### src/rtl/uart_regblk_pkg.sv
package uart_regblk_pkg;

    typedef enum logic [2:0] {
        SEL_NONE,
        SEL_RXTX,
        SEL_IER,
        SEL_DLL,
        SEL_DLH,
        SEL_IIRFCR,
        SEL_LCR,
        SEL_STAT
    } reg_sel_e;

    // Word offsets (scaled by REG_SHIFT on the bus)
    localparam int OFF_DATA   = 0;
    localparam int OFF_IER    = 1;
    localparam int OFF_IIRFCR = 2;
    localparam int OFF_LCR    = 3;
    localparam int OFF_STAT   = 31;

    // Interrupt identification codes, highest priority first
    localparam logic [3:0] IID_RXAV = 4'h4;
    localparam logic [3:0] IID_THRE = 4'h2;
    localparam logic [3:0] IID_BUSY = 4'h7;
    localparam logic [3:0] IID_NONE = 4'h1;

    typedef struct packed {
        logic [7:0] lcr;
        logic [3:0] ier;
        logic [7:0] dll;
        logic [7:0] dlh;
        logic       fifo_on;
        logic       busy_pend;
        logic       tx_push;
        logic [7:0] tx_byte;
        logic       rx_pop;
        logic       tx_flush;
        logic       rx_flush;
        logic [7:0] rd_data;
        logic       rd_valid;
    } regs_t;

endpackage

### src/rtl/uart_regblk_decode.sv
module uart_regblk_decode
    import uart_regblk_pkg::*;
#(
    parameter int ADDR_W    = 8,
    parameter int REG_SHIFT = 2
) (
    input  logic [ADDR_W-1:0] addr,
    input  logic              dlab,
    output reg_sel_e          sel
);
    localparam logic [ADDR_W-1:0] LOW_MASK = ADDR_W'((1 << REG_SHIFT) - 1);

    logic [ADDR_W-1:0] off;
    logic              misaligned;

    always_comb begin
        misaligned = |(addr & LOW_MASK);
        off        = addr >> REG_SHIFT;
        sel        = SEL_NONE;
        if (!misaligned) begin
            if (off == ADDR_W'(OFF_DATA))        sel = dlab ? SEL_DLL : SEL_RXTX;
            else if (off == ADDR_W'(OFF_IER))    sel = dlab ? SEL_DLH : SEL_IER;
            else if (off == ADDR_W'(OFF_IIRFCR)) sel = SEL_IIRFCR;
            else if (off == ADDR_W'(OFF_LCR))    sel = SEL_LCR;
            else if (off == ADDR_W'(OFF_STAT))   sel = SEL_STAT;
        end
    end
endmodule

### src/rtl/uart_regblk_irq.sv
module uart_regblk_irq
    import uart_regblk_pkg::*;
(
    input  logic       rx_src,
    input  logic       thre_src,
    input  logic       busy_src,
    input  logic       fifo_on,
    output logic [7:0] iir,
    output logic       irq
);
    logic [3:0] code;

    always_comb begin
        if (rx_src)        code = IID_RXAV;
        else if (thre_src) code = IID_THRE;
        else if (busy_src) code = IID_BUSY;
        else               code = IID_NONE;
        iir = {fifo_on, fifo_on, 2'b00, code};
        irq = (code != IID_NONE);
    end
endmodule

### src/rtl/uart_regblk_stat.sv
module uart_regblk_stat #(
    parameter int FIFO_DEPTH = 16,
    parameter int LVL_W      = $clog2(FIFO_DEPTH + 1)
) (
    input  logic             busy,
    input  logic [LVL_W-1:0] tx_level,
    input  logic [LVL_W-1:0] rx_level,
    output logic [7:0]       usr
);
    localparam logic [LVL_W-1:0] FULL = LVL_W'(FIFO_DEPTH);

    always_comb begin
        usr    = '0;
        usr[0] = busy;
        usr[1] = (tx_level != FULL);
        usr[2] = (tx_level == '0);
        usr[3] = (rx_level != '0);
        usr[4] = (rx_level == FULL);
    end
endmodule

### src/rtl/uart_regblk.sv
module uart_regblk
    import uart_regblk_pkg::*;
#(
    parameter  int ADDR_W     = 8,
    parameter  int REG_SHIFT  = 2,
    parameter  int FIFO_DEPTH = 16,
    localparam int LVL_W      = $clog2(FIFO_DEPTH + 1)
) (
    input  logic              clk,
    input  logic              rst_n,
    input  logic              req_valid,
    input  logic              req_write,
    input  logic [ADDR_W-1:0] req_addr,
    input  logic [7:0]        req_wdata,
    output logic [7:0]        rd_data,
    output logic              rd_valid,
    input  logic              eng_busy,
    input  logic [LVL_W-1:0]  tx_level,
    input  logic [LVL_W-1:0]  rx_level,
    input  logic [7:0]        rx_head,
    output logic              tx_push,
    output logic [7:0]        tx_byte,
    output logic              rx_pop,
    output logic              tx_flush,
    output logic              rx_flush,
    output logic              fifo_on,
    output logic [7:0]        line_ctrl,
    output logic [15:0]       divisor,
    output logic              irq
);
    localparam logic [LVL_W-1:0] TX_FULL = LVL_W'(FIFO_DEPTH);

    regs_t      st_d, st_q;
    reg_sel_e   sel;
    logic [7:0] iir_val;
    logic [7:0] usr_val;
    logic       wr_acc, rd_acc;

    uart_regblk_decode #(
        .ADDR_W   (ADDR_W),
        .REG_SHIFT(REG_SHIFT)
    ) decode_i (
        .addr(req_addr),
        .dlab(st_q.lcr[7]),
        .sel (sel)
    );

    uart_regblk_irq irq_i (
        .rx_src  (st_q.ier[0] && (rx_level != '0)),
        .thre_src(st_q.ier[1] && (tx_level == '0)),
        .busy_src(st_q.busy_pend),
        .fifo_on (st_q.fifo_on),
        .iir     (iir_val),
        .irq     (irq)
    );

    uart_regblk_stat #(
        .FIFO_DEPTH(FIFO_DEPTH),
        .LVL_W     (LVL_W)
    ) stat_i (
        .busy    (eng_busy),
        .tx_level(tx_level),
        .rx_level(rx_level),
        .usr     (usr_val)
    );

    always_comb begin
        st_d          = st_q;
        st_d.tx_push  = 1'b0;
        st_d.rx_pop   = 1'b0;
        st_d.tx_flush = 1'b0;
        st_d.rx_flush = 1'b0;
        st_d.rd_valid = 1'b0;
        wr_acc        = req_valid && req_write;
        rd_acc        = req_valid && !req_write;

        if (wr_acc) begin
            case (sel)
                SEL_RXTX: begin
                    if (tx_level != TX_FULL) begin
                        st_d.tx_push = 1'b1;
                        st_d.tx_byte = req_wdata;
                    end
                end
                SEL_IER:  st_d.ier = req_wdata[3:0];
                SEL_DLL:  st_d.dll = req_wdata;
                SEL_DLH:  st_d.dlh = req_wdata;
                SEL_IIRFCR: begin
                    st_d.fifo_on  = req_wdata[0];
                    st_d.rx_flush = req_wdata[1];
                    st_d.tx_flush = req_wdata[2];
                end
                SEL_LCR: begin
                    // Guard: line control frozen while the engine is busy
                    if (eng_busy) st_d.busy_pend = 1'b1;
                    else          st_d.lcr       = req_wdata;
                end
                default: ;
            endcase
        end

        if (rd_acc) begin
            st_d.rd_valid = 1'b1;
            st_d.rd_data  = 8'h00;
            case (sel)
                SEL_RXTX: begin
                    st_d.rd_data = rx_head;
                    st_d.rx_pop  = (rx_level != '0);
                end
                SEL_IER:    st_d.rd_data = {4'h0, st_q.ier};
                SEL_DLL:    st_d.rd_data = st_q.dll;
                SEL_DLH:    st_d.rd_data = st_q.dlh;
                SEL_IIRFCR: st_d.rd_data = iir_val;
                SEL_LCR:    st_d.rd_data = st_q.lcr;
                SEL_STAT: begin
                    st_d.rd_data   = usr_val;
                    st_d.busy_pend = 1'b0;
                end
                default: ;
            endcase
        end
    end

    always_ff @(posedge clk or negedge rst_n) begin
        if (!rst_n) st_q <= '0;
        else        st_q <= st_d;
    end

    assign rd_data   = st_q.rd_data;
    assign rd_valid  = st_q.rd_valid;
    assign tx_push   = st_q.tx_push;
    assign tx_byte   = st_q.tx_byte;
    assign rx_pop    = st_q.rx_pop;
    assign tx_flush  = st_q.tx_flush;
    assign rx_flush  = st_q.rx_flush;
    assign fifo_on   = st_q.fifo_on;
    assign line_ctrl = st_q.lcr;
    assign divisor   = {st_q.dlh, st_q.dll};
endmodule

### config.mk
export PLATFORM = sky130hd
export DESIGN_NAME = uart_regblk
export DESIGN_NICKNAME = d
export VERILOG_FILES = /design/src/rtl/uart_regblk_pkg.sv /design/src/rtl/uart_regblk_decode.sv /design/src/rtl/uart_regblk_irq.sv /design/src/rtl/uart_regblk_stat.sv /design/src/rtl/uart_regblk.sv
export SDC_FILE = /design/constraint.sdc
export NUM_CORES = 1
export LEC_CHECK = 0
export BUFFER_PORTS_ARGS = -buffer_cell sky130_fd_sc_hd__buf_4
export CAP_MARGIN = 20
export CORE_ASPECT_RATIO = 0.5
export CORE_UTILIZATION = 47
export DETAILED_ROUTE_END_ITERATION = 10
export HOLD_SLACK_MARGIN = 0.15
export PLACE_DENSITY = 0.74
export SLEW_MARGIN = 20
export SYNTH_ARGS = -nofsm -noshare
export SYNTH_HDL_FRONTEND = slang
export SYNTH_SLANG_ARGS = --single-unit
### constraint.sdc
create_clock -name clk -period 2 [get_ports clk]
set_input_delay 0.4 -clock clk [delete_from_list [all_inputs] [get_ports clk]]
set_output_delay 0.4 -clock clk [all_outputs]
set_load 0.05 [all_outputs]
# Yosys cells after proc, flatten, opt, wreduce, memory -nomap -nowiden
# Cells that the tools add are included.
[totals]
regBits = 51
in_bits = 39
out_inout_bits = 47
word_cells = 67
[classes]
eq_ne = 14
mux = 24
n_bitwise = 1
reduce_logical = 15
[ops]
columns = ["op", "count"]
rows = [
  ["case mux 8 bit (7 select lines)", 1],
  ["two-way mux 3 bit", 8],
  ["two-way mux 9 bit", 2],
  ["equality test 3 bit, second input constant", 4],
  ["equality test 6 x 2 -> 1 bit, second input constant", 2],
  ["two-way mux 10 bit", 1],
  ["logical NOT 8 bit", 1],
  ["two-way mux 4 bit", 2],
  ["AND reduction 2 bit", 4],
  ["two-way mux 1 bit", 7],
  ["equality test 3 x 2 -> 1 bit, second input constant", 2],
  ["equality test 6 x 1 -> 1 bit, second input constant", 1],
  ["equality test 6 x 5 -> 1 bit, second input constant", 1],
  ["two-way mux 2 bit", 3],
  ["AND reduction 3 bit", 2],
  ["equality test 5 bit, second input constant", 1],
  ["logical NOT 5 bit", 1],
  ["inequality test 5 bit, second input constant", 1],
  ["nonzero test 5 bit", 1],
  ["logical AND 1 bit", 4],
  ["inequality test 4 x 1 -> 1 bit, second input constant", 1],
  ["equality test 3 x 1 -> 1 bit, second input constant", 1],
  ["OR reduction 2 bit", 1],
  ["logical NOT 1 bit", 1],
  ["NOT 1 bit", 1],
]

# Logic depth before layout (Yosys ltp)
# Gate-level depths: netlist of the first run.
[logic_depth]
depth_word = 12
mapped_depth = 7
ltp_nobuf = 5

# By module
# Synthesis of the first run repeated with hierarchy kept, for this count alone.
[unflattened]
hier_cells = 265
area_unflattened_um2 = 2956.6
[by_module_without_submodules]
columns = ["module", "n_inst", "cells_per_inst", "area_per_inst_um2", "seq_area_each_um2"]
rows = [
  ["uart_regblk", 1, 229, 2718.9, 1276.2],
  ["uart_regblk_decode", 1, 13, 85.1, 0.0],
  ["uart_regblk_stat", 1, 11, 81.3, 0.0],
  ["uart_regblk_irq", 1, 12, 71.3, 0.0],
]

# Least setup slack after synthesis of the first run
# OpenSTA, ideal clock, no wires.
[synth_path]
path_kind = "input to output"
from = "input tx_level[3]"
to = "output irq"
arrival_ns = 1.569
t_required_ns = 1.600
setup_slack_ns = 0.031
stages = 4
path_cell_list = "or4_1 -> nor3b_2 -> nor2_1 -> nand2_1"
[synth_via]
elab_chain_len = 5
[synth_lines]
columns = ["item", "line_no", "rtl"]
rows = [
  ["start, declared", "uart_regblk.sv:18", "input logic [LVL_W-1:0] tx_level,"],
  ["logical NOT 5 bit", "uart_regblk.sv:50", ".thre_src(st_q.ier[1] && (tx_level == '0)),"],
  ["logical AND 1 bit", "uart_regblk.sv:50", ""],
  ["two-way mux 4 bit", "uart_regblk_irq.sv:15", "else if (thre_src) code = IID_THRE;"],
  ["two-way mux 4 bit", "uart_regblk_irq.sv:14", "if (rx_src) code = IID_RXAV;"],
  ["inequality test 4 x 1 -> 1 bit", "uart_regblk_irq.sv:19", "irq = (code != IID_NONE);"],
  ["end, declared", "uart_regblk.sv:29", "output logic irq"],
]
# Every way passes these cells.

# Final worst setup path of the first run
[layout_path]
from = "input tx_level[2]"
to = "output irq"
# Same word-level chain as after synthesis.

==> summary.txt, run 1 <==
status - finished with violations
failing checks - design-rule violations
Die Wd - 111 um
layout cells sized above 1 - 52.9%
largest net degree at the start of global routing - 52
crit path DAT - 1570 ps
Placer Congestion - 0.896
Synth Area in Compound Gates - 8.53%
final hold vios - 0
r2r startpoint - line_ctrl[7]$_DFFE_PN0P_
routed len/inst - 17.2 um
Ys Warns - 0
Layout Utilization - 62.5%
synthesized instance count - 250
period utilisation layout - 98.3%
R2R setup slack - 130 ps
Syn-to-layout area delta - 25.1%
family with the most delay on the worst path - simple AND/OR/NAND/NOR gates
DR iter-0 viols - 96
Synth Area in Adders - 0%
#FFs+latches synth - 51
standard-cell rows - 19
Post-Layout Cell Count - 387
Root Buffer - clkbuf_16
Layout Nets - 352
Hold-fix buffers, CTS - 0
simple-gate share of the synthesized area - 12.3%
CP max stage delay - 530 ps
unique cell type count in the Yosys netlist - 43
syn nets - 289
multiplexer share of the synthesized area - 20.2%
Max Cap Violations - 0
Worst Path Max Fanout - 2
Starting Density - 49.9%
Post-synth EDFFs - 0
post-synthesis sequential area ratio - 45.6%
HPWL Detailed - 4990 um
Reg2Reg Depth - 5
Core Region - 5610 um2
Max Fclk - 509 MHz
die area - 6290 um2
commonest non-fill, non-tap cells in the layout - buf_4 (102), dfrtp_1 (51), mux2_2 (35), nand2_1 (18), o21ai_0 (14)
most common cell after layout, fill and taps aside - buf_4
Worst Setup Start Kind - input pin
crit path cell chain - buf_4 > or4_4 > nor3b_4 > nor2_2 > nand2_1 > buf_6
Lkg Pwr - 1.78 nW
dpl cells - 377
synthesized cell area - 2800 um2
Worst EP required - 1600 ps
Setup Skew - 6.29 ps
# IOs - 86
Main synth FF type - dfrtp_1
clk slew on worst S/H paths - 70 ps
actual slew at the worst max-slew pin - 628 ps
Num Clock Sinks - 51
CP max stage cell - or4_4
DR vias - 2127
Antenna Cells - 0
total overflow reported by the global router - 0
post-route DRC violation count - 12
largest family of logic cells by synthesized area - multiplexers
Clock Latency Late Sink - 290 ps
Post-Place Setup Slack - -33.2 ps
CTS tree - done
DIE HEIGHT - 56.6 um
Final ANT Viol Nets - 0
vias in the first global route - 2123
worst hold path type - in -> async
H-Tree Depth - 2
overall power - 0.00213 W
crit path time final - 1970 ps
Final Worst Setup Slack - 33.6 ps
Crit Path Category - in -> out
asr flop ratio synth - 100%
xor/xnor share of the synthesized area - 0%
relative slew slack - 58.2%
first-pass GRT wire length - 10700 um
total CTS buffers - 5
syn_area_per_cell - 11.2 um2
final setup vio count - 0
Worst R2R End - rd_data[3]$_DFFE_PN0P_
Detailed Routing Iterations Pass 1 - 7
max-slew violation count - 0
Bufs and invs on worst path - 2
initial antenna violation count - 0
DRT Wirelength - 6670 um
port buffer count - 85
drt via density - 5.50
VDD IR max - 0.361 mV
gr usage total - 22.0%
Power Dens Cells - 607 nW/um2
Worst setup EP type - output port
CTS Buffer Depth - 2
-- metal layers --
layer | up-vias | wire length [um] | track usage (%)
met4 | 0 | 55 | 5.60
li1 | 978 | - | -
met5 | - | 0 | 0
met1 | 1070 | 2930 | 29.8
met2 | 73 | 3220 | 35.2
met3 | 6 | 467 | 6.05
-- power by group --
group / total (W) / switching (W) / internal, W
clock network: 0.000841 / 0.000372 / 0.000469
logic: 0.000238 / 0.000137 / 0.000102
registers: 0.00105 / 0.00000797 / 0.00104
-- synth_stat cells (2+ instances only) --
library cell	instances	share of area, %
mux2_4	8	4.3
o221ai_1	2	0.63
and2_1	2	0.45
buf_2	3	0.54
nor2_1	8	1.1
mux2i_1	3	1.1
nor3_2	2	0.71
nand4_1	3	0.67
a22o_1	3	0.94
inv_1	6	0.80
a221oi_1	2	0.63
nand3_1	10	1.8
and3_1	4	0.89
mux2_2	35	14
a22oi_1	5	1.3
nor3_1	2	0.36
nand3_2	2	0.71
nand2_1	18	2.4
dfrtp_1	51	46
clkbuf_1	3	0.40
a21oi_1	3	0.54
buf_4	41	11
o21ai_0	14	2.5
-- timing repair --
action,4_1_cts,5_1_grt
resized for setup,2,3
buffers inserted,1,1
pin swaps,1,3
setup endpoints to repair,1,1
gates cloned,0,0
-- cell families after synthesis --
group / Yosys count
and+or+nand+nor: 61
buffers and inverters: 55
DFF: 51
muxes: 47
AOI/OAI and AO/OA: 36
-- metrics by stage --
stage                     hold slack [ps]  area (um2)  TNS (ps)
after floorplan                       104        2800         0
after global placement                459        3330     -29.4
after detailed placement              464        3330      -246
after CTS                             155        3490         0
after global routing                  184        3510     -1.64
final                                 132        3510         0
-- state kept, by name, summed over array words and instances (netlist names) --
signal	flops
line_ctrl	8
tx_push	1
divisor	16
rx_flush	1
fifo_on	1
tx_byte	8
tx_flush	1
rd_data	8
rd_valid	1
rx_pop	1
st_q	5
-- worst reg2reg max path: stages (launching register included) --
cell and delay [ps]:
dfrtp_1 610, mux2_2 410, and3_1 170, o21ai_0 260
a31oi_1 140, a21o_1 170
-- final cells by class --
class | instances | area [um2]
clock buffers | 6 | 129
clock inverters | 2 | 16.3
fillers | 475 | 2100
inverters | 6 | 22.5
multi-input cells | 144 | 1160
flip-flops and latches | 51 | 1280
well taps | 73 | 91.3
repair buffers | 105 | 808
-- how the worst max path moves through the flow --
stage | start | to | cells after the start
global route | tx_level[2] | irq | 6
CTS | tx_level[3] | irq | 6
floorplan | tx_level[3] | irq | 4
global placement | tx_level[3] | irq | 6
detailed placement | req_addr[7] | divisor[12]$_DFFE_PN0P_ | 6
finish | tx_level[2] | irq | 6
(Power assumes the default switching activity.)
==> run 2: changes to the inputs <==
- SETUP_SLACK_MARGIN: unset -> 0.5
==> summary.txt, run 2 (same netlist as run 1, synthesis figures left out) <==
relative slew slack - 57.2% (-0.94 points)
DR vias - 2253 (+5.9%)
DRT Wirelength - 7560 um (+13%)
routed len/inst - 18.9 um (+9.9%)
Die Wd - 111 um (unchanged)
Post-DP Area - 3350 um2 (+0.75%)
Num Clock Sinks - 51 (unchanged)
hold slack - 134 ps (+1.71 ps)
actual slew at the worst max-slew pin - 642 ps (+14.0 ps)
status - finished with violations
port buffer count - 85 (unchanged)
crit path time final - 2000 ps (+30.6 ps)
total internal power - 0.00164 W (+1.6%)
total overflow reported by the global router - 0 (unchanged)
clk slew on worst S/H paths - 70 ps (about the same)
most common cell after layout, fill and taps aside - buf_4
period utilisation layout - 99.8% (+1.5 points)
max-slew violation count - 0 (unchanged)
Clock Latency Late Sink - 290 ps (about the same)
Post-Place Setup Slack - -12.2 ps (+21.0 ps)
switch share - 25.5% (+1.2 points)
post-route DRC violation count - 12 (unchanged)
Layout Nets - 364 (+3.4%)
layout cells sized above 1 - 60.7% (+7.9 points)
Reg2Reg Depth - 11 (+6)
Root Buffer - clkbuf_16
Hold-fix buffers, CTS - 0 (unchanged)
Worst Setup Start Kind - input pin
commonest non-fill, non-tap cells in the layout - buf_4 (91), dfrtp_1 (50), mux2_4 (39), buf_6 (21), nand2_1 (16)
final setup vio count - 0 (unchanged)
Core Region - 5610 um2 (unchanged)
R2R setup slack - 230 ps (+100 ps)
Worst Path Max Fanout - 2 (unchanged)
Setup Skew - 7.82 ps (+1.54 ps)
Power Dens Cells - 556 nW/um2 (-8.5%)
r2r startpoint - st_q[40]$_DFFE_PN0P_
worst hold path type - in -> async
DIE HEIGHT - 56.6 um (unchanged)
overall power - 0.00220 W (+3.2%)
H-Tree Depth - 2 (unchanged)
Worst setup EP type - register
CTS tree - done
gr usage total - 24.3% (+2.3 points)
CP Launch Point - tx_level[0]
# IOs - 86 (unchanged)
combinational share of power - 12.9% (+1.7 points)
max reg flops - 16 (unchanged)
Worst EP required - 2150 ps (+550 ps)
Switch Pwr - 0.000560 W (+8.5%)
unrepaired setup endpoints after global routing - yes
largest net degree at the start of global routing - 52 (unchanged)
Max Fclk - 501 MHz (-1.5%)
Final Worst Setup Slack - 3.06 ps (-30.6 ps)
Max Cap Violations - 0 (unchanged)
vias in the first global route - 2263 (+6.6%)
initial antenna violation count - 0 (unchanged)
Final ANT Viol Nets - 0 (unchanged)
DR iter-0 viols - 153 (+59%)
HPWL Detailed - 4880 um (-2.1%)
total CTS buffers - 5 (unchanged)
VDD IR max - 0.360 mV (-0.19%)
die area - 6290 um2 (unchanged)
final hold vios - 0 (unchanged)
CTS Buffer Depth - 2 (unchanged)
Antenna Cells - 0 (unchanged)
fin area - 3960 um2 (+13%)
standard-cell rows - 19 (unchanged)
Worst R2R End - rd_data[2]$_DFFE_PN0P_
Lkg Pwr - 1.99 nW (+12%)
Crit Path Category - in -> reg
crit path DAT - 2150 ps (+580 ps)
drt via density - 5.65 (+2.7%)
failing checks - design-rule violations
Seq pwr share - 47.8% (-1.5 points)
first-pass GRT wire length - 11600 um (+8.6%)
Worst Setup EP - rd_data[0]$_DFFE_PN0P_
Starting Density - 49.9% (unchanged)
Syn-to-layout area delta - 41.2%
Detailed Routing Iterations Pass 1 - 7 (unchanged)
Clk pwr share - 39.3% (-0.2 points)
Placer Congestion - 0.862 (-3.8%)
## run 2: layout make-up
type                       count  area (um2)
sequential                    51        1280
fill                         359        1660
tap                           73        91.3
clock inverter                 3        22.5
timing repair buffer         117         995
clock buffer                   5         125
multi-input combinational    144        1420
inverter                       6        25.0
## run 2: through the flow
stage / cells / setup TNS (ps) / utilization [%]
2_1_floorplan: 250 / 0 / -
3_3_place_gp: 369 / 0 / 59.7
3_5_place_dp: 369 / -12.2 / 59.7
4_1_cts: 395 / 0 / 67.3
5_1_grt: 399 / -65.5 / 70.5
6_report: 399 / 0 / 70.5
## run 2: timing repair
action | CTS | global route
pin swaps | 12 | 13
buffers inserted | 18 | 4
setup endpoints to repair | 45 | 46
resized for setup | 41 | 41
## run 2: worst min path at each step
stage                     slack [ps]   from                     end  cells after the start
after detailed placement         470  rst_n  tx_byte[2]$_DFFE_PN0P_                      1
final                            130  rst_n  tx_byte[2]$_DFFE_PN0P_                      1
after global placement           460  rst_n  tx_byte[2]$_DFFE_PN0P_                      1
after global routing             190  rst_n    st_q[39]$_DFFE_PN0P_                      1
after floorplan                  100  rst_n  divisor[0]$_DFFE_PN0P_                      0
after CTS                        160  rst_n  tx_byte[0]$_DFFE_PN0P_                      1
## run 2: power by group through the flow
stage               sequential (W)  clock (W)  combinational [W]
finish                     0.00105   0.000864           0.000283
global route               0.00105   0.000920           0.000303
CTS                        0.00105   0.000868           0.000265
detailed placement         0.00107          0           0.000240
global placement           0.00107          0           0.000236
floorplan                  0.00107          0           0.000110
## run 2: worst max-delay path, cell delays in order
cell and delay [ps]:
buf_6 90, or4_4 550, nor3b_4 210, buf_4 140
buf_6 80, buf_6 80, buf_6 80, buf_6 80
buf_6 80, buf_6 90, o221ai_2 80, a21boi_2 170
## run 2: layer usage
metal	track usage (%)	share of wire, %	up-vias
met5	0	0	-
met2	39.6	49	83
li1	-	-	1011
met1	32.5	44	1152
met4	8.30	0.95	0
met3	5.29	6.8	7
==> run 3: changes to the inputs <==
--- a/config.mk
+++ b/config.mk
@@ -10,5 +10,7 @@
 export CORE_ASPECT_RATIO = 0.5
 export CORE_UTILIZATION = 47
+export CTS_CLUSTER_SIZE = 10
 export DETAILED_ROUTE_END_ITERATION = 10
+export GPL_TIMING_DRIVEN = 0
 export HOLD_SLACK_MARGIN = 0.15
 export PLACE_DENSITY = 0.74
==> constraint.sdc (replaced) <==
create_clock -name clk -period 2 [get_ports clk]
set_input_delay 0.4 -clock clk [delete_from_list [all_inputs] [get_ports clk]]
set_output_delay 0.4 -clock clk [all_outputs]
set_load 0.01 [all_outputs]
==> summary.txt, run 3 (same netlist as run 1, synthesis figures left out) <==
status - finished with violations
failing checks - design-rule violations
final setup vio count - 0 (unchanged)
layout cells sized above 1 - 65.2% (+4.5 points)
final hold vios - 0 (unchanged)
Hold-fix buffers, CTS - 0 (unchanged)
worst hold path type - in -> async
vias in the first global route - 2360 (+4.3%)
CTS tree - done
setup TNS - 0 ps (unchanged)
hold slack - 143 ps (+9.37 ps)
largest net degree at the start of global routing - 52 (unchanged)
H-Tree Depth - 2 (unchanged)
Crit Path Category - in -> out
DR vias - 2460 (+9.2%)
Worst EP required - 1600 ps (-550 ps)
Starting Density - 49.9% (unchanged)
Syn-to-layout area delta - 53.1%
Setup Skew - 2.30 ps (-5.52 ps)
Antenna Cells - 0 (unchanged)
Placer Congestion - 0.872 (+1.2%)
Max Cap Violations - 0 (unchanged)
Die Wd - 111 um (unchanged)
Num Clock Sinks - 51 (unchanged)
VDD IR max - 0.311 mV (-14%)
# IOs - 86 (unchanged)
crit path time final - 1990 ps (-10.2 ps)
die area - 6290 um2 (unchanged)
DRT Wirelength - 8260 um (+9.2%)
standard-cell rows - 19 (unchanged)
clk slew on worst S/H paths - 70 ps (about the same)
CTS Buffer Depth - 2 (unchanged)
Core Region - 5610 um2 (unchanged)
total overflow reported by the global router - 0 (unchanged)
R2R setup slack - 370 ps (+140 ps)
DR iter-0 viols - 166 (+8.5%)
Root Buffer - clkbuf_16
post-route DRC violation count - 12 (unchanged)
Lkg Pwr - 2.22 nW (+11%)
Max Fclk - 503 MHz (+0.51%)
most common cell after layout, fill and taps aside - buf_4
drt via density - 5.62 (-0.53%)
Worst Setup Start Kind - input pin
Worst setup EP type - output port
total CTS buffers - 5 (unchanged)
crit path DAT - 1590 ps (-560 ps)
period utilisation layout - 99.3% (-0.51 points)
overall power - 0.00227 W (+3.3%)
Layout Nets - 404 (+11%)
relative slew slack - 56.6% (-0.62 points)
Detailed Routing Iterations Pass 1 - 8 (+1)
port buffer count - 85 (unchanged)
actual slew at the worst max-slew pin - 651 ps (+9.28 ps)
max-slew violation count - 0 (unchanged)
Final ANT Viol Nets - 0 (unchanged)
first-pass GRT wire length - 12100 um (+4.9%)
DIE HEIGHT - 56.6 um (unchanged)
CP Launch Point - tx_level[3]
gr usage total - 25.5% (+1.2 points)
HPWL Detailed - 5160 um (+5.6%)
commonest non-fill, non-tap cells in the layout - buf_4 (131), dfrtp_1 (51), mux2_4 (40), nand2_1 (17), buf_6 (16)
initial antenna violation count - 0 (unchanged)
max reg flops - 16 (unchanged)
routed len/inst - 18.8 um (-0.53%)
r2r startpoint - line_ctrl[7]$_DFFE_PN0P_
Power Dens Cells - 529 nW/um2 (-4.8%)
unrepaired setup endpoints after global routing - yes
Clock Latency Late Sink - 280 ps (about the same)
Worst Path Max Fanout - 2 (unchanged)
[run 3: changes by cell type in the layout (fill, tap and decap cells not counted), moves of 4 or more]
cell,before,now
buf_12,0,4
buf_4,91,131
buf_6,21,16
buf_8,5,1
[run 3: power breakdown]
group          switching [W]  internal (W)
Sequential        0.00000881       0.00104
Combinational       0.000136      0.000137
Clock               0.000362      0.000584
[run 3: metal layers]
layer | track usage, % | wire length [um]
met1 | 32.7 | 3380
met4 | 8.88 | 146
met5 | 0 | 0
met3 | 5.94 | 658
met2 | 42.9 | 4070
[run 3: layout make-up]
type                            instances  area, um2
Inverter                                6       22.5
Multi-Input combinational cell        144       1460
Tap cell                               73       91.3
Timing Repair Buffer                  108        896
Fill cell                             350       1320
Buffer                                 49        389
Sequential cell                        51       1280
Clock inverter                          1       30.0
Clock buffer                            6        129
[run 3: critical path, cell delays in order]
cell	delay, ps
buf_6	90
or4_4	560
nor3b_4	250
nor2_1	80
nand2_1	90
buf_6	100
[run 3: path summary, 6_finish.rpt]
path	endpoint	cells past startpoint
setup / recovery	irq	6
hold / removal	tx_byte[7]$_DFFE_PN0P_	1
setup reg to reg	rd_data[0]$_DFFE_PN0P_	5
hold reg to reg	rd_data[3]$_DFFE_PN0P_	1
max in group asynchronous	st_q[21]$_DFF_PN0_	1
min in group clk	line_ctrl[7]$_DFFE_PN0P_	2
[run 3: stage by stage]
stage | instance area, um2 | cells | utilization [%] | worst slack (ps)
2_1_floorplan | 2850 | 250 | - | 214
3_3_place_gp | 3580 | 408 | 63.8 | -101
3_5_place_dp | 3580 | 408 | 63.8 | -119
4_1_cts | 3980 | 424 | 70.9 | 38.5
5_1_grt | 4290 | 438 | 76.4 | -13.4
6_report | 4290 | 438 | 76.4 | 13.2
[run 3: timing repair]
item,4_1_cts,5_1_grt
gates cloned,0,0
buffers inserted,9,14
setup endpoints to repair,47,45
resized for setup,44,50
pin swaps,17,19
